==> config.mk <==
export PLATFORM = sky130hd
export DESIGN_NAME = spi_delay_master
export DESIGN_NICKNAME = d
export VERILOG_FILES = /design/src/rtl/spi_dly_pkg.sv /design/src/rtl/spi_dly_dp.sv /design/src/rtl/spi_dly_ctrl.sv /design/src/rtl/spi_delay_master.sv
export SDC_FILE = /design/constraint.sdc
export NUM_CORES = 1
export LEC_CHECK = 0
export ABC_AREA = 1
export BUFFER_PORTS_ARGS = -buffer_cell sky130_fd_sc_hd__buf_2
export CORE_MARGIN = 2
export CORE_UTILIZATION = 60
export DETAILED_ROUTE_END_ITERATION = 10
export GPL_TIMING_DRIVEN = 0
export PLACE_DENSITY = 0.8
export SYNTH_ARGS = -nofsm -noshare
export SYNTH_HDL_FRONTEND = slang
export SYNTH_SLANG_ARGS = --single-unit
==> constraint.sdc <==
create_clock -name clk -period 4.6 [get_ports clk]
set_clock_uncertainty 0.2 [all_clocks]
set_input_delay 0.46 -clock clk [delete_from_list [all_inputs] [get_ports clk]]
set_output_delay 0.46 -clock clk [all_outputs]
set_load 0.02 [all_outputs]
==> src/rtl/spi_dly_pkg.sv <==
package spi_dly_pkg;

  typedef enum logic [2:0] {
    ST_IDLE,
    ST_SETUP,
    ST_LOAD,
    ST_SHIFT,
    ST_GAP,
    ST_HOLD,
    ST_INACT
  } ctrlState_t;

  // strobes from the sequencer to the shift datapath
  typedef struct packed {
    logic loadWord;  // start shifting the presented transmit word
    logic clrRx;     // received word handed over, drop the valid flag
  } dpCtrl_t;

endpackage

==> src/rtl/spi_dly_dp.sv <==
module spi_dly_dp
  import spi_dly_pkg::*;
#(
  parameter int WORD_BITS = 8,
  parameter int DIV_W     = 8
) (
  input  logic                 clk,
  input  logic                 rstN,
  input  dpCtrl_t              ctl,
  input  logic [WORD_BITS-1:0] txWord,
  input  logic [DIV_W-1:0]     halfDiv,
  input  logic                 miso,
  output logic                 sclk,
  output logic                 mosi,
  output logic                 wordDone,
  output logic                 rxValid,
  output logic [WORD_BITS-1:0] rxWord
);

  localparam int BIT_W = (WORD_BITS > 1) ? $clog2(WORD_BITS) : 1;
  localparam logic [BIT_W-1:0] LAST_BIT = BIT_W'(WORD_BITS - 1);

  logic                 active;
  logic                 sclkR;
  logic [DIV_W-1:0]     phaseCnt;
  logic [BIT_W-1:0]     bitCnt;
  logic [WORD_BITS-1:0] txShift;
  logic [WORD_BITS-1:0] rxShift;
  logic [WORD_BITS-1:0] rxHold;
  logic                 rxFlag;
  logic                 doneR;

  always_ff @(posedge clk or negedge rstN) begin
    if (!rstN) begin
      active   <= 1'b0;
      sclkR    <= 1'b0;
      phaseCnt <= '0;
      bitCnt   <= '0;
      txShift  <= '0;
      rxShift  <= '0;
      rxHold   <= '0;
      rxFlag   <= 1'b0;
      doneR    <= 1'b0;
    end else begin
      doneR <= 1'b0;
      if (ctl.clrRx) rxFlag <= 1'b0;
      if (ctl.loadWord) begin
        active   <= 1'b1;
        sclkR    <= 1'b0;
        phaseCnt <= '0;
        bitCnt   <= '0;
        txShift  <= txWord;
      end else if (active) begin
        if (phaseCnt == halfDiv) begin
          phaseCnt <= '0;
          if (!sclkR) begin
            // rising edge: capture the incoming bit
            sclkR   <= 1'b1;
            rxShift <= {rxShift[WORD_BITS-2:0], miso};
          end else begin
            // falling edge: advance the outgoing bit or close the word
            sclkR <= 1'b0;
            if (bitCnt == LAST_BIT) begin
              active <= 1'b0;
              doneR  <= 1'b1;
              rxHold <= rxShift;
              rxFlag <= 1'b1;
            end else begin
              bitCnt  <= bitCnt + 1'b1;
              txShift <= {txShift[WORD_BITS-2:0], 1'b0};
            end
          end
        end else begin
          phaseCnt <= phaseCnt + 1'b1;
        end
      end
    end
  end

  assign sclk     = sclkR;
  assign mosi     = txShift[WORD_BITS-1];
  assign wordDone = doneR;
  assign rxValid  = rxFlag;
  assign rxWord   = rxHold;

endmodule

==> src/rtl/spi_dly_ctrl.sv <==
module spi_dly_ctrl
  import spi_dly_pkg::*;
#(
  parameter int CNT_W = 8,
  parameter int DLY_W = 16
) (
  input  logic             clk,
  input  logic             rstN,
  input  logic [DLY_W-1:0] cfgInactive,
  input  logic             cmdValid,
  output logic             cmdReady,
  input  logic [CNT_W-1:0] cmdWordsM1,
  input  logic [CNT_W-1:0] cmdFramesM1,
  input  logic [DLY_W-1:0] cmdSetup,
  input  logic [DLY_W-1:0] cmdWordGap,
  input  logic [DLY_W-1:0] cmdFrameGap,
  input  logic [DLY_W-1:0] cmdHold,
  input  logic [DLY_W-1:0] cmdChange,
  input  logic             cmdKeep,
  input  logic             txValid,
  output logic             txReady,
  input  logic             wordDone,
  input  logic             rxValid,
  input  logic             rxReady,
  output logic             csN,
  output logic             busy,
  output logic             done,
  output dpCtrl_t          ctl
);

  localparam int SUM_W = DLY_W + 1;

  ctrlState_t       state;
  logic [SUM_W-1:0] dlyCnt;
  logic [CNT_W-1:0] wordIdx;
  logic [CNT_W-1:0] frameIdx;
  logic [CNT_W-1:0] rWordsM1;
  logic [CNT_W-1:0] rFramesM1;
  logic [DLY_W-1:0] rWordGap;
  logic [DLY_W-1:0] rFrameGap;
  logic [DLY_W-1:0] rHold;
  logic [DLY_W-1:0] rChange;
  logic             rKeep;
  logic             csR;
  logic             doneR;
  logic [SUM_W-1:0] inactSum;
  logic             lastWord;
  logic             lastFrame;

  assign inactSum  = SUM_W'(cfgInactive) + SUM_W'(rChange);
  assign lastWord  = (wordIdx == rWordsM1);
  assign lastFrame = (frameIdx == rFramesM1);

  assign txReady      = (state == ST_LOAD) && !rxValid;
  assign ctl.loadWord = txValid && txReady;
  assign ctl.clrRx    = rxValid && rxReady;

  always_ff @(posedge clk or negedge rstN) begin
    if (!rstN) begin
      state     <= ST_IDLE;
      dlyCnt    <= '0;
      wordIdx   <= '0;
      frameIdx  <= '0;
      rWordsM1  <= '0;
      rFramesM1 <= '0;
      rWordGap  <= '0;
      rFrameGap <= '0;
      rHold     <= '0;
      rChange   <= '0;
      rKeep     <= 1'b0;
      csR       <= 1'b1;
      doneR     <= 1'b0;
    end else begin
      doneR <= 1'b0;
      case (state)
        ST_IDLE: begin
          if (cmdValid) begin
            rWordsM1  <= cmdWordsM1;
            rFramesM1 <= cmdFramesM1;
            rWordGap  <= cmdWordGap;
            rFrameGap <= cmdFrameGap;
            rHold     <= cmdHold;
            rChange   <= cmdChange;
            rKeep     <= cmdKeep;
            wordIdx   <= '0;
            frameIdx  <= '0;
            if (csR) begin
              csR <= 1'b0;
              if (cmdSetup != '0) begin
                state  <= ST_SETUP;
                dlyCnt <= SUM_W'(cmdSetup) - SUM_W'(1);
              end else begin
                state <= ST_LOAD;
              end
            end else begin
              // select still held from a kept transfer: no setup wait
              state <= ST_LOAD;
            end
          end
        end
        ST_SETUP, ST_GAP: begin
          if (dlyCnt == '0) state <= ST_LOAD;
          else              dlyCnt <= dlyCnt - 1'b1;
        end
        ST_LOAD: begin
          if (ctl.loadWord) state <= ST_SHIFT;
        end
        ST_SHIFT: begin
          if (wordDone) begin
            if (lastWord && lastFrame) begin
              doneR <= 1'b1;
              if (rKeep) begin
                state <= ST_IDLE;
              end else if (rHold != '0) begin
                state  <= ST_HOLD;
                dlyCnt <= SUM_W'(rHold) - SUM_W'(1);
              end else begin
                csR <= 1'b1;
                if (inactSum != '0) begin
                  state  <= ST_INACT;
                  dlyCnt <= inactSum - SUM_W'(1);
                end else begin
                  state <= ST_IDLE;
                end
              end
            end else if (lastWord) begin
              wordIdx  <= '0;
              frameIdx <= frameIdx + 1'b1;
              if (rFrameGap != '0) begin
                state  <= ST_GAP;
                dlyCnt <= SUM_W'(rFrameGap) - SUM_W'(1);
              end else begin
                state <= ST_LOAD;
              end
            end else begin
              wordIdx <= wordIdx + 1'b1;
              if (rWordGap != '0) begin
                state  <= ST_GAP;
                dlyCnt <= SUM_W'(rWordGap) - SUM_W'(1);
              end else begin
                state <= ST_LOAD;
              end
            end
          end
        end
        ST_HOLD: begin
          if (dlyCnt == '0) begin
            csR <= 1'b1;
            if (inactSum != '0) begin
              state  <= ST_INACT;
              dlyCnt <= inactSum - SUM_W'(1);
            end else begin
              state <= ST_IDLE;
            end
          end else begin
            dlyCnt <= dlyCnt - 1'b1;
          end
        end
        ST_INACT: begin
          if (dlyCnt == '0) state <= ST_IDLE;
          else              dlyCnt <= dlyCnt - 1'b1;
        end
        default: state <= ST_IDLE;
      endcase
    end
  end

  assign cmdReady = (state == ST_IDLE);
  assign busy     = (state != ST_IDLE);
  assign csN      = csR;
  assign done     = doneR;

endmodule

==> src/rtl/spi_delay_master.sv <==
module spi_delay_master
  import spi_dly_pkg::*;
#(
  parameter int WORD_BITS = 8,
  parameter int CNT_W     = 8,
  parameter int DLY_W     = 16,
  parameter int DIV_W     = 8
) (
  input  logic                 clk,
  input  logic                 rstN,
  input  logic [DIV_W-1:0]     cfgDiv,
  input  logic [DLY_W-1:0]     cfgInactive,
  input  logic                 cmdValid,
  output logic                 cmdReady,
  input  logic [CNT_W-1:0]     cmdWordsM1,
  input  logic [CNT_W-1:0]     cmdFramesM1,
  input  logic [DLY_W-1:0]     cmdSetup,
  input  logic [DLY_W-1:0]     cmdWordGap,
  input  logic [DLY_W-1:0]     cmdFrameGap,
  input  logic [DLY_W-1:0]     cmdHold,
  input  logic [DLY_W-1:0]     cmdChange,
  input  logic                 cmdKeep,
  input  logic                 txValid,
  output logic                 txReady,
  input  logic [WORD_BITS-1:0] txData,
  output logic                 rxValid,
  input  logic                 rxReady,
  output logic [WORD_BITS-1:0] rxData,
  output logic                 busy,
  output logic                 done,
  output logic                 csN,
  output logic                 sclk,
  output logic                 mosi,
  input  logic                 miso
);

  dpCtrl_t dpCtl;
  logic    wordDone;

  spi_dly_ctrl #(
    .CNT_W(CNT_W),
    .DLY_W(DLY_W)
  ) ctrl_i (
    .clk        (clk),
    .rstN       (rstN),
    .cfgInactive(cfgInactive),
    .cmdValid   (cmdValid),
    .cmdReady   (cmdReady),
    .cmdWordsM1 (cmdWordsM1),
    .cmdFramesM1(cmdFramesM1),
    .cmdSetup   (cmdSetup),
    .cmdWordGap (cmdWordGap),
    .cmdFrameGap(cmdFrameGap),
    .cmdHold    (cmdHold),
    .cmdChange  (cmdChange),
    .cmdKeep    (cmdKeep),
    .txValid    (txValid),
    .txReady    (txReady),
    .wordDone   (wordDone),
    .rxValid    (rxValid),
    .rxReady    (rxReady),
    .csN        (csN),
    .busy       (busy),
    .done       (done),
    .ctl        (dpCtl)
  );

  spi_dly_dp #(
    .WORD_BITS(WORD_BITS),
    .DIV_W    (DIV_W)
  ) dp_i (
    .clk     (clk),
    .rstN    (rstN),
    .ctl     (dpCtl),
    .txWord  (txData),
    .halfDiv (cfgDiv),
    .miso    (miso),
    .sclk    (sclk),
    .mosi    (mosi),
    .wordDone(wordDone),
    .rxValid (rxValid),
    .rxWord  (rxData)
  );

endmodule

==> results.py, run 1 <==
metrics = {
    "layout": {
        "design.final.nets": 2021,
        "share_of_final_layout_standard_cells_stronger_than_drive_strength_1_pct": 13.6,
        "fill_cells": 1632,
        "layout.core_utilization_pct": 71.0,
        "num_antenna_cells": 0,
        "layout-area-overhead-vs-synth_pct": 15.3,
    },
    "setup_path": {
        "path_buf_inv": 3,
        "crit_path_max_fanout": 10,
        "setup.worst_path.end_class": "flip-flop",
        "kind_of_critical_path": "flip-flop to flip-flop",
        "cpPeakStageDelay_ns": 0.43,
        "largest_delay_share_family_worst_path": "simple AND/OR/NAND/NOR gates",
        "start_kind": "flip-flop",
        "critical_path.most_common_cell": "sky130_fd_sc_hd__nand2_1",
        "critical_path.cell_chain": "xnor2_1, nand2_1, nor2_1, nand2_2, buf_6, nand2_1, o21ai_1, inv_1, ha_1, nand2_1, nor2_2, inv_2, nor2_2, nor2_1, o21ai_0, nand3_1, nand2_1, nand2_1",
        "critPathArrivalTime_ns": 3.51,
        "required_ns": 4.72,
        "critPathSlowestCell": "sky130_fd_sc_hd__dfrtp_1",
    },
    "clock_tree": {
        "clk_root_buffer_cell": "sky130_fd_sc_hd__clkbuf_16",
        "postCtsSetupBuffers": 0,
        "worstSkewPairLatency_ns": 0.45,
        "clkTransAtPathRegs_ns": 0.08,
        "tritoncts_num_sinks": 158,
        "numCtsBuffers": 17,
        "cts_tree": "built",
        "clk_path_buf_depth": 2,
        "htree_levels": 4,
    },
    "timing": {
        "final.setup.tns_ns": 0,
        "rsz0062_at_grt": "no",
        "setup_ws_ns": 1.22,
        "achievable-frequency_ghz": 0.295,
        "timing.final.max_slew_violations": 0,
        "worst-slew-pin-transition_ns": 0.949,
        "fin_crit_ns": 3.38,
        "timing.final.crit_share_pct": 73.6,
        "finalHoldViolations": 0,
        "holdWs_ns": 0.0121,
        "setup_viol": 0,
        "max_slew_margin_pct": 36.3,
    },
    "logic_synthesis": {
        "ys_async_sr_fraction_pct": 100,
        "synth_edf_count": 0,
        "synth.lib_cells_used.distinct": 48,
        "combinational_family_with_the_most_area_after_synthesis": "simple AND/OR/NAND/NOR gates",
        "post_synthesis_cell_count": 1687,
        "largest_cells_by_area_after_synthesis": "sky130_fd_sc_hd__dfrtp_1 35%, sky130_fd_sc_hd__nand2_1 20%, sky130_fd_sc_hd__inv_1 7.1%, sky130_fd_sc_hd__nor2_1 5.0%, sky130_fd_sc_hd__nand3_1 4.7%",
        "synth_largest_area_cell": "sky130_fd_sc_hd__dfrtp_1",
        "synth-compound-area-share_pct": 9.95,
        "synth.area.mux_share_pct": 0,
        "synth_simple_gate_area_share_pct": 38.1,
        "synth_fp_nets": 1849,
        "synthFlopType": "sky130_fd_sc_hd__dfrtp_1",
        "synthesis.area_per_instance_um2": 6.60,
        "post-synth-top-area-fraction_pct": 35.3,
        "count_of_warnings_emitted_by_yosys": 0,
        "synth-xor-area-share_pct": 4.25,
        "synthesis_stage_register_bit_count": 158,
        "post_synth_fa_ha_maj_area_fraction_pct": 3.10,
        "ys_seq_area_share_pct": 35.5,
        "synthesis.area_um2": 11100,
    },
    "global_route": {
        "pin_count_of_the_biggest_net_entering_global_routing": 126,
        "global_route_total_usage_across_every_layer_pct": 34.0,
        "antenna_found_initial": 0,
        "grt_first_pass_wirelength_mm": 53.5,
        "overflow_left_after_global_routing": 0,
        "first_global_vias": 11100,
    },
    "floorplanning": {
        "io_pins": 151,
        "rows": 49,
        "die_height_um": 140,
        "initial_core_util_pct": 61.6,
        "die_w_um": 140,
        "design.die.area_um2": 19700,
        "core_area_um2": 18100,
    },
    "routing": {
        "detailedRoute.firstIterationViolations": 833,
        "routed-via-count": 11500,
        "firstDrtPassIters": 5,
        "post-route-drc-count": 0,
        "finalWirelength_mm": 32.2,
        "ant_nets": 0,
        "post_drt_wl_per_cell_um": 15.3,
        "mean_number_of_vias_per_cell": 5.49,
    },
    "power_and_ir_drop": {
        "power_density_nw_per_um2": 656,
        "finalPower_mw": 8.43,
        "maximum_vdd_drop_mv": 0.349,
        "p_leak_nw": 6.76,
    },
    "place": {
        "dpl_worst_slack_ns": 1.04,
        "place_congestion": 0.942,
        "place.port_buffers": 150,
        "hpwlAfterDp_mm": 25.1,
    },
    "run_status": {
        "status": "finished clean",
    },
    "run": {
        "max_cap_violations": 0,
    },
    "min_path": {
        "hold_class": "input pin to flip-flop",
    },
}
==> cell families after synthesis <==
| logic type | Yosys count |
|---|---|
| xor gates and xnor gates | 54 |
| DFF | 158 |
| and+or+nand+nor | 985 |
| buffers and inverters | 258 |
| adders and majority gates | 27 |
| AOI/OAI and AO/OA | 205 |
==> registers in the layout (all words and copies together) (netlist names), 3 cells and up <==
| signal | flops |
|---|---|
| ctrl_i.rFramesM1 | 8 |
| ctrl_i.wordIdx | 8 |
| ctrl_i.rWordsM1 | 8 |
| ctrl_i.frameIdx | 8 |
| ctrl_i.dlyCnt | 17 |
| ctrl_i.rChange | 16 |
| ctrl_i.state | 3 |
| dp_i.txShift | 8 |
| dp_i.bitCnt | 3 |
| dp_i.rxWord | 8 |
| dp_i.rxShift | 8 |
| dp_i.phaseCnt | 8 |
| ctrl_i.rWordGap | 16 |
| ctrl_i.rFrameGap | 16 |
| ctrl_i.rHold | 16 |
==> cells in the mapped netlist, drive strengths merged, types with 3 or more instances <==
| library cell | number |
|---|---|
| nand2 | 603 |
| inv | 217 |
| nor2 | 166 |
| dfrtp | 157 |
| o21ai | 116 |
| nand3 | 111 |
| a21oi | 47 |
| nand4 | 35 |
| xor2 | 35 |
| nor3 | 34 |
| ha | 26 |
| clkbuf | 25 |
| xnor2 | 19 |
| a31oi | 16 |
| buf | 15 |
| nor4 | 12 |
| or2 | 10 |
| nand3b | 7 |
| o211ai | 7 |
| and2 | 4 |
| o22ai | 4 |
| a211oi | 3 |
| nor3b | 3 |
| o21a | 3 |
| o31ai | 3 |
==> report_power, final <==
part	internal (mW)	switching, mW
sequential	1.93	0.433
clock	0.742	0.719
combinational	1.47	3.13
==> metal layers <==
metal | global-route usage, % | routed length [um]
met1 | 43.3 | 13700
met2 | 57.7 | 15300
met3 | 5.40 | 2020
met4 | 14.7 | 1220
met5 | 0 | 0
==> layout make-up <==
class                      instances  area, um2  area share [%]
inverter                         218        820            6.38
clock inverter                    15        188            1.46
multi-input combinational       1271       6170            48.1
buffer                            40        190            1.48
timing repair buffer             153        808            6.29
clock buffer                      17        425            3.31
tap                              229        287            2.23
sequential                       158       3960            30.8
==> worst paths after layout <==
kind	start	to	slack, ns	cells after the start
max in group asynchronous	rstN	ctrl_i.rFrameGap[15]	3.00	3
hold / removal	cmdWordsM1[6]	ctrl_i.rWordsM1[6]	0.01	3
min in group asynchronous	rstN	ctrl_i.rChange[12]	0.27	2
setup reg to reg	ctrl_i.wordIdx[5]	ctrl_i.dlyCnt[8]	1.22	18
setup / recovery	ctrl_i.wordIdx[5]	ctrl_i.dlyCnt[8]	1.22	18
hold reg to reg	ctrl_i.rChange[6]	ctrl_i.rChange[6]	0.29	2
==> cells in the final DEF, fill, tap and decap left out, drive strengths merged, types with 8 or more instances in the layout <==
cell type	netlist	layout
clkbuf	25	42
xnor2	19	19
xor2	35	35
buf	15	166
or2	10	10
dfrtp	157	157
ha	26	26
nor2	166	166
nand2	603	603
o21ai	116	116
nand3	111	111
a21oi	47	47
clkinv	1	8
nor4	12	12
a31oi	16	16
nor3	34	34
nand4	35	35
inv	217	224
==> metrics by stage <==
stage / area, um2 / std cells
after floorplan: 11100 / 1687
after global placement: 12200 / 2066
after detailed placement: 12200 / 2067
after CTS: 12800 / 2101
after global routing: 12800 / 2101
final: 12800 / 2101
==> worst reg2reg max path, stage by stage, from the launching register on <==
cell and delay (ns):
sky130_fd_sc_hd__dfrtp_1 0.43, sky130_fd_sc_hd__xnor2_1 0.14, sky130_fd_sc_hd__nand2_1 0.08, sky130_fd_sc_hd__nor2_1 0.31, sky130_fd_sc_hd__nand2_2 0.21, sky130_fd_sc_hd__buf_6 0.19
sky130_fd_sc_hd__nand2_1 0.05, sky130_fd_sc_hd__o21ai_1 0.13, sky130_fd_sc_hd__inv_1 0.15, sky130_fd_sc_hd__ha_1 0.23, sky130_fd_sc_hd__nand2_1 0.10, sky130_fd_sc_hd__nor2_2 0.17
sky130_fd_sc_hd__inv_2 0.06, sky130_fd_sc_hd__nor2_2 0.18, sky130_fd_sc_hd__nor2_1 0.06, sky130_fd_sc_hd__o21ai_0 0.31, sky130_fd_sc_hd__nand3_1 0.13, sky130_fd_sc_hd__nand2_1 0.09
sky130_fd_sc_hd__nand2_1 0.05
==> repair_timing <==
action | in CTS | in global routing
hold buffers | 2 | 0
endpoints found under the hold margin | 34 | 0
gates resized for setup | 0 | 0
Note: power is estimated with default switching activity, not from simulation.
==> run 2: changes to the inputs <==
--- a/config.mk
+++ b/config.mk
@@ -8,10 +8,10 @@
 export ABC_AREA = 1
 export BUFFER_PORTS_ARGS = -buffer_cell sky130_fd_sc_hd__buf_2
 export CORE_MARGIN = 2
-export CORE_UTILIZATION = 60
+export CORE_UTILIZATION = 59
 export DETAILED_ROUTE_END_ITERATION = 10
 export GPL_TIMING_DRIVEN = 0
-export PLACE_DENSITY = 0.8
+export PLACE_DENSITY = 0.78
 export SYNTH_ARGS = -nofsm -noshare
 export SYNTH_HDL_FRONTEND = slang
 export SYNTH_SLANG_ARGS = --single-unit
==> constraint.sdc (replaced) <==
create_clock -name clk -period 3.2 [get_ports clk]
set_clock_uncertainty 0.2 [all_clocks]
set_input_delay 0.32 -clock clk [delete_from_list [all_inputs] [get_ports clk]]
set_output_delay 0.32 -clock clk [all_outputs]
set_load 0.02 [all_outputs]
==> results.py, run 2 (same netlist as run 1, synthesis figures left out) <==
metrics = {
    "power_and_ir_drop": {
        "power_density_nw_per_um2": 893,
        "p_leak_nw": 7.23,
        "finalPower_mw": 12.6,
        "maximum_vdd_drop_mv": 0.440,
    },
    "clock_tree": {
        "htree_levels": 4,
        "clkTransAtPathRegs_ns": 0.08,
        "clk_root_buffer_cell": "sky130_fd_sc_hd__clkbuf_16",
        "tritoncts_num_sinks": 158,
        "cts_tree": "built",
        "worstSkewPairLatency_ns": 0.44,
        "numCtsBuffers": 17,
        "clk_path_buf_depth": 2,
    },
    "timing": {
        "holdWs_ns": 0.0683,
        "fin_crit_ns": 3.22,
        "rsz0062_at_grt": "yes",
        "timing.final.max_slew_violations": 0,
        "achievable-frequency_ghz": 0.311,
        "max_slew_margin_pct": 52.1,
        "worst-slew-pin-transition_ns": 0.716,
        "setup_viol": 1,
        "finalHoldViolations": 0,
        "final.setup.tns_ns": -0.0156,
        "setup_ws_ns": -0.0156,
        "timing.final.crit_share_pct": 100,
    },
    "setup_path": {
        "critPathSlowestCell": "sky130_fd_sc_hd__fa_1",
        "kind_of_critical_path": "flip-flop to flip-flop",
        "cpPeakStageDelay_ns": 0.51,
        "critical_path.cell_chain": "ha_4, inv_2, fa_1, ha_2, a21boi_4, nand2_2, nor2_4, nand3_4, nor2_8, nand2_4, nor2_4, nand3_4, o21ai_2, a21oi_2, o21ai_1, nand2_1",
        "start_kind": "flip-flop",
        "setup.worst_path.end_class": "flip-flop",
        "required_ns": 3.32,
        "crit_path_max_fanout": 8,
        "critPathArrivalTime_ns": 3.33,
    },
    "global_route": {
        "overflow_left_after_global_routing": 0,
        "first_global_vias": 11800,
        "pin_count_of_the_biggest_net_entering_global_routing": 89,
        "grt_first_pass_wirelength_mm": 56.7,
        "antenna_found_initial": 0,
        "global_route_total_usage_across_every_layer_pct": 35.5,
    },
    "routing": {
        "routed-via-count": 12100,
        "ant_nets": 0,
        "mean_number_of_vias_per_cell": 5.50,
        "firstDrtPassIters": 6,
        "post-route-drc-count": 0,
        "post_drt_wl_per_cell_um": 15.9,
        "finalWirelength_mm": 35.1,
        "detailedRoute.firstIterationViolations": 838,
    },
    "place": {
        "place.port_buffers": 150,
        "placement.cell_area_um2": 12200,
        "place_congestion": 0.941,
        "hpwlAfterDp_mm": 25.2,
    },
    "run_status": {
        "status": "complete, but fails checks",
        "violations": "negative setup slack",
    },
    "floorplanning": {
        "rows": 50,
        "core_area_um2": 18600,
        "design.die.area_um2": 20000,
        "initial_core_util_pct": 59.8,
        "die_w_um": 141,
        "die_height_um": 141,
        "io_pins": 151,
    },
    "layout": {
        "layout-area-overhead-vs-synth_pct": 26.2,
        "regMostFlops": "ctrl_i.dlyCnt",
        "num_antenna_cells": 0,
        "layout.core_utilization_pct": 75.4,
        "final_cell_mix": "582 x sky130_fd_sc_hd__nand2_1, 207 x sky130_fd_sc_hd__inv_1, 160 x sky130_fd_sc_hd__buf_2",
        "layout_commonest_cell": "sky130_fd_sc_hd__nand2_1",
        "largest_reg_flops": 17,
        "share_of_final_layout_standard_cells_stronger_than_drive_strength_1_pct": 15.7,
        "finish.instance_area_um2": 14100,
        "design.final.nets": 2124,
    },
    "min_path": {
        "hold_class": "input pin to flip-flop",
    },
    "run": {
        "max_cap_violations": 0,
    },
}
-- run 2: cell count changes in the layout (fill, tap and decap cells not counted), moves of 5 or more --
cell | before | now
sky130_fd_sc_hd__nand3_1 | 105 | 100
sky130_fd_sc_hd__dlygate4sd3_1 | 2 | 92
sky130_fd_sc_hd__nor2_1 | 149 | 139
sky130_fd_sc_hd__nand2_2 | 10 | 18
sky130_fd_sc_hd__buf_4 | 1 | 12
sky130_fd_sc_hd__nand2_1 | 592 | 582
sky130_fd_sc_hd__nor2_4 | 5 | 13
-- run 2: layout make-up --
class,instances,area (um2)
repair buffers,256,1810
plain buffers,40,190
flip-flops and latches,158,3960
fillers,1473,4590
clock inverters,15,174
inverters,218,821
well taps,234,293
clock buffers,17,425
multi-input cells,1271,6390
-- run 2: path summary, 6_finish.rpt --
path                                   startpoint                 to  slack, ns  depth (start not counted)
worst max-delay path            ctrl_i.rChange[0]   ctrl_i.dlyCnt[6]      -0.02                         16
worst min-delay path                  cmdSetup[0]   ctrl_i.dlyCnt[0]       0.07                          4
worst max register to register  ctrl_i.rChange[0]   ctrl_i.dlyCnt[6]      -0.02                         16
worst min register to register  ctrl_i.rChange[7]  ctrl_i.rChange[7]       0.28                          2
max in group asynchronous                    rstN         ctrl_i.csN       1.69                          3
min in group asynchronous                    rstN     dp_i.rxWord[3]       0.23                          2
-- run 2: power breakdown --
group	internal, mW	switching [mW]
clock	1.05	1.00
sequential	2.77	0.655
combinational	2.30	4.77
total	6.12	6.43
-- run 2: critical path: cells and delay by family, from the launching register on --
family / cells / cell delay, ns
AO/OA/AOI/OAI: 4 / 0.65
buffers and inverters: 1 / 0.04
AND/OR/NAND/NOR: 8 / 0.93
adder cells (fa/ha/maj): 3 / 0.87
flip-flops: 1 / 0.40
-- run 2: per-layer routing --
layer	wire [um]	track usage (%)	vias up
met1	14400	44.8	5584
met5	0	0	-
li1	-	-	5935
met3	2330	5.91	113
met2	17100	61.1	509
met4	1340	14.4	0
-- run 2: per-stage QoR --
step / std cells / setup WS, ns
3_5_place_dp: 2072 / -0.249
3_3_place_gp: 2071 / -0.759
6_report: 2209 / -0.0156
5_1_grt: 2209 / -0.150
2_1_floorplan: 1687 / 0.307
4_1_cts: 2197 / -0.0371
-- run 2: repair_timing --
item,in CTS,in global routing
buffers inserted,1,12
hold endpoints to repair,161,0
hold buffers,92,0
gates resized for setup,5,55
pin swaps,3,17
endpoints found under the setup margin,17,20
==> run 3: changes to the inputs <==
--- a/config.mk
+++ b/config.mk
@@ -6,12 +6,13 @@
 export NUM_CORES = 1
 export LEC_CHECK = 0
 export ABC_AREA = 1
-export BUFFER_PORTS_ARGS = -buffer_cell sky130_fd_sc_hd__buf_2
 export CORE_MARGIN = 2
-export CORE_UTILIZATION = 59
+export CORE_UTILIZATION = 60
+export CTS_BUF_LIST = sky130_fd_sc_hd__clkbuf_2
 export DETAILED_ROUTE_END_ITERATION = 10
+export DONT_BUFFER_PORTS = 1
 export GPL_TIMING_DRIVEN = 0
-export PLACE_DENSITY = 0.78
+export PLACE_DENSITY = 0.76
 export SYNTH_ARGS = -nofsm -noshare
 export SYNTH_HDL_FRONTEND = slang
 export SYNTH_SLANG_ARGS = --single-unit
==> constraint.sdc (replaced) <==
create_clock -name clk -period 2.9 [get_ports clk]
set_clock_uncertainty 0.2 [all_clocks]
set_input_delay 0.29 -clock clk [delete_from_list [all_inputs] [get_ports clk]]
set_output_delay 0.29 -clock clk [all_outputs]
set_load 0.02 [all_outputs]
==> results.py, run 3 (same netlist as run 1, synthesis figures left out) <==
metrics = {
    "timing": {
        "holdWs_ns": -1.06,
        "fin_crit_ns": 3.20,
        "max_slew_margin_pct": 43.4,
        "worst-slew-pin-transition_ns": 0.841,
        "timing.final.max_slew_violations": 0,
        "finalHoldViolations": 158,
        "setup_viol": 19,
        "rsz0062_at_grt": "yes",
        "timing.final.crit_share_pct": 110,
        "achievable-frequency_ghz": 0.313,
        "setup_ws_ns": -0.300,
    },
    "routing": {
        "finalWirelength_mm": 40.8,
        "firstDrtPassIters": 6,
        "ant_nets": 0,
        "post_drt_wl_per_cell_um": 18.5,
        "post-route-drc-count": 0,
        "mean_number_of_vias_per_cell": 5.90,
        "detailedRoute.firstIterationViolations": 1253,
        "routed-via-count": 13000,
    },
    "clock_tree": {
        "worstSkewPairLatency_ns": 0.82,
        "clkTransAtPathRegs_ns": 0.32,
        "cts_tree": "built",
        "htree_levels": 4,
        "clk_root_buffer_cell": "sky130_fd_sc_hd__clkbuf_2",
        "tritoncts_num_sinks": 158,
        "numCtsBuffers": 17,
        "clk_path_buf_depth": 2,
        "cts_hold_buf": 223,
    },
    "setup_path": {
        "rrSetupSlack_ns": -0.30,
        "crit_path_max_fanout": 6,
        "rr_worst_depth": 18,
        "cpPeakStageDelay_ns": 0.57,
        "kind_of_critical_path": "flip-flop to flip-flop",
        "startpoint": "ctrl_i.rChange[0]",
        "critPathSlowestCell": "sky130_fd_sc_hd__fa_2",
        "setup.worst_path.end_class": "flip-flop",
        "r2r-end": "ctrl_i.dlyCnt[12]",
        "critical_path.most_common_cell": "sky130_fd_sc_hd__nand2_1",
        "critical_path.cell_chain": "ha_4, inv_2, fa_2, ha_4, a21boi_4, nand2_2, nor2_4, nand3_4, nor2_8, nand3_2, nor2_4, nand3_2, nand2_2, nor2_2, nor2_1, nand2_1, nand2_1, nand2_1",
        "required_ns": 3.40,
        "r2r_start": "ctrl_i.rChange[0]",
        "start_kind": "flip-flop",
        "critPathArrivalTime_ns": 3.70,
    },
    "layout": {
        "layout_commonest_cell": "sky130_fd_sc_hd__nand2_1",
        "final_cell_mix": "572 x sky130_fd_sc_hd__nand2_1, 223 x sky130_fd_sc_hd__dlygate4sd3_1, 206 x sky130_fd_sc_hd__inv_1",
        "share_of_final_layout_standard_cells_stronger_than_drive_strength_1_pct": 11.4,
        "finish.instance_area_um2": 14600,
        "design.final.nets": 2128,
        "fill_cells": 1205,
        "largest_reg_flops": 17,
        "layout-area-overhead-vs-synth_pct": 31.2,
        "stdcell_count": 2209,
        "regMostFlops": "ctrl_i.dlyCnt",
    },
    "global_route": {
        "antenna_found_initial": 1,
        "global_route_total_usage_across_every_layer_pct": 39.7,
        "first_global_vias": 12600,
        "overflow_left_after_global_routing": 0,
        "pin_count_of_the_biggest_net_entering_global_routing": 159,
        "grt_first_pass_wirelength_mm": 61.9,
    },
    "run": {
        "max_cap_violations": 0,
    },
    "place": {
        "placedCellCount": 1916,
        "place.port_buffers": 0,
        "place_congestion": 0.940,
        "dpl_worst_slack_ns": -0.519,
        "hpwlAfterDp_mm": 24.3,
        "placement.cell_area_um2": 11400,
    },
    "run_status": {
        "violations": "negative hold slack, negative setup slack",
        "status": "complete, but fails checks",
    },
    "floorplanning": {
        "io_pins": 151,
        "die_w_um": 140,
        "rows": 49,
        "initial_core_util_pct": 61.6,
        "design.die.area_um2": 19700,
        "core_area_um2": 18100,
        "die_height_um": 140,
    },
    "min_path": {
        "hold_class": "input pin to asynchronous set/reset pin",
    },
    "power_and_ir_drop": {
        "maximum_vdd_drop_mv": 0.593,
        "power_density_nw_per_um2": 938,
        "p_leak_nw": 7.07,
    },
}
[run 3: changes by cell type in the layout (fill, tap and decap cells not counted), moves of 11 or more]
cell,delta
sky130_fd_sc_hd__buf_2,-151
sky130_fd_sc_hd__dlygate4sd3_1,+131
sky130_fd_sc_hd__buf_4,+23
sky130_fd_sc_hd__clkbuf_2,+23
sky130_fd_sc_hd__clkbuf_16,-17
sky130_fd_sc_hd__nand3_1,-11
sky130_fd_sc_hd__nand3_2,+11
[run 3: report_power, final]
part           switching, mW  total, mW  internal [mW]
registers              0.829       3.87           3.04
logic                   5.66       8.52           2.85
clock network           1.03       1.32          0.294
total                   7.52       13.7           6.19
[run 3: stage by stage]
step	power, mW	TNS [ns]	util, %
2_1_floorplan	8.91	0	-
3_3_place_gp	10.6	-7.97	63.2
3_5_place_dp	10.7	-10.91	63.2
4_1_cts	12.6	-2.81	78.6
5_1_grt	14.7	-6.85	80.8
6_report	13.7	-3.95	80.8
[run 3: layout make-up]
| type | instances | area [um2] | area share, % |
|---|---|---|---|
| flip-flops and latches | 158 | 3960 | 27.1 |
| repair buffers | 259 | 2520 | 17.2 |
| clock inverters | 15 | 163 | 1.11 |
| diodes | 1 | 2.50 | 0.0171 |
| inverters | 218 | 823 | 5.63 |
| multi-input cells | 1272 | 6580 | 45.0 |
| well taps | 229 | 287 | 1.96 |
| clock buffers | 17 | 85.1 | 0.582 |
| plain buffers | 40 | 203 | 1.39 |
[run 3: layer usage]
layer / global-route usage [%] / part of all wire [%]
met4: 19.8 / 5.9
met2: 69.1 / 48
met1: 47.3 / 37
met5: 0 / 0
met3: 7.25 / 9.1
[run 3: what timing repair did]
action | 4_1_cts | 5_1_grt
gates cloned | 0 | 1
endpoints found under the setup margin | 88 | 125
resized for setup | 52 | 66
setup buffers | 15 | 21
endpoints found under the hold margin | 296 | 158
pin swaps | 16 | 27
[run 3: worst max path at each step]
stage                                   end  cells past startpoint
after global placement     ctrl_i.dlyCnt[8]                     18
after floorplan           ctrl_i.dlyCnt[12]                     18
after CTS                 ctrl_i.dlyCnt[12]                     18
after global routing      ctrl_i.dlyCnt[12]                     18
after detailed placement   ctrl_i.dlyCnt[8]                     18
final                     ctrl_i.dlyCnt[12]                     18
[run 3: critical path: cells and delay by family (launching register included)]
family,cells,cell delay (ns)
AND/OR/NAND/NOR,13,1.38
adder cells (fa/ha/maj),3,0.87
flip-flops,1,0.45
AO/OA/AOI/OAI,1,0.18
buffers and inverters,1,0.04
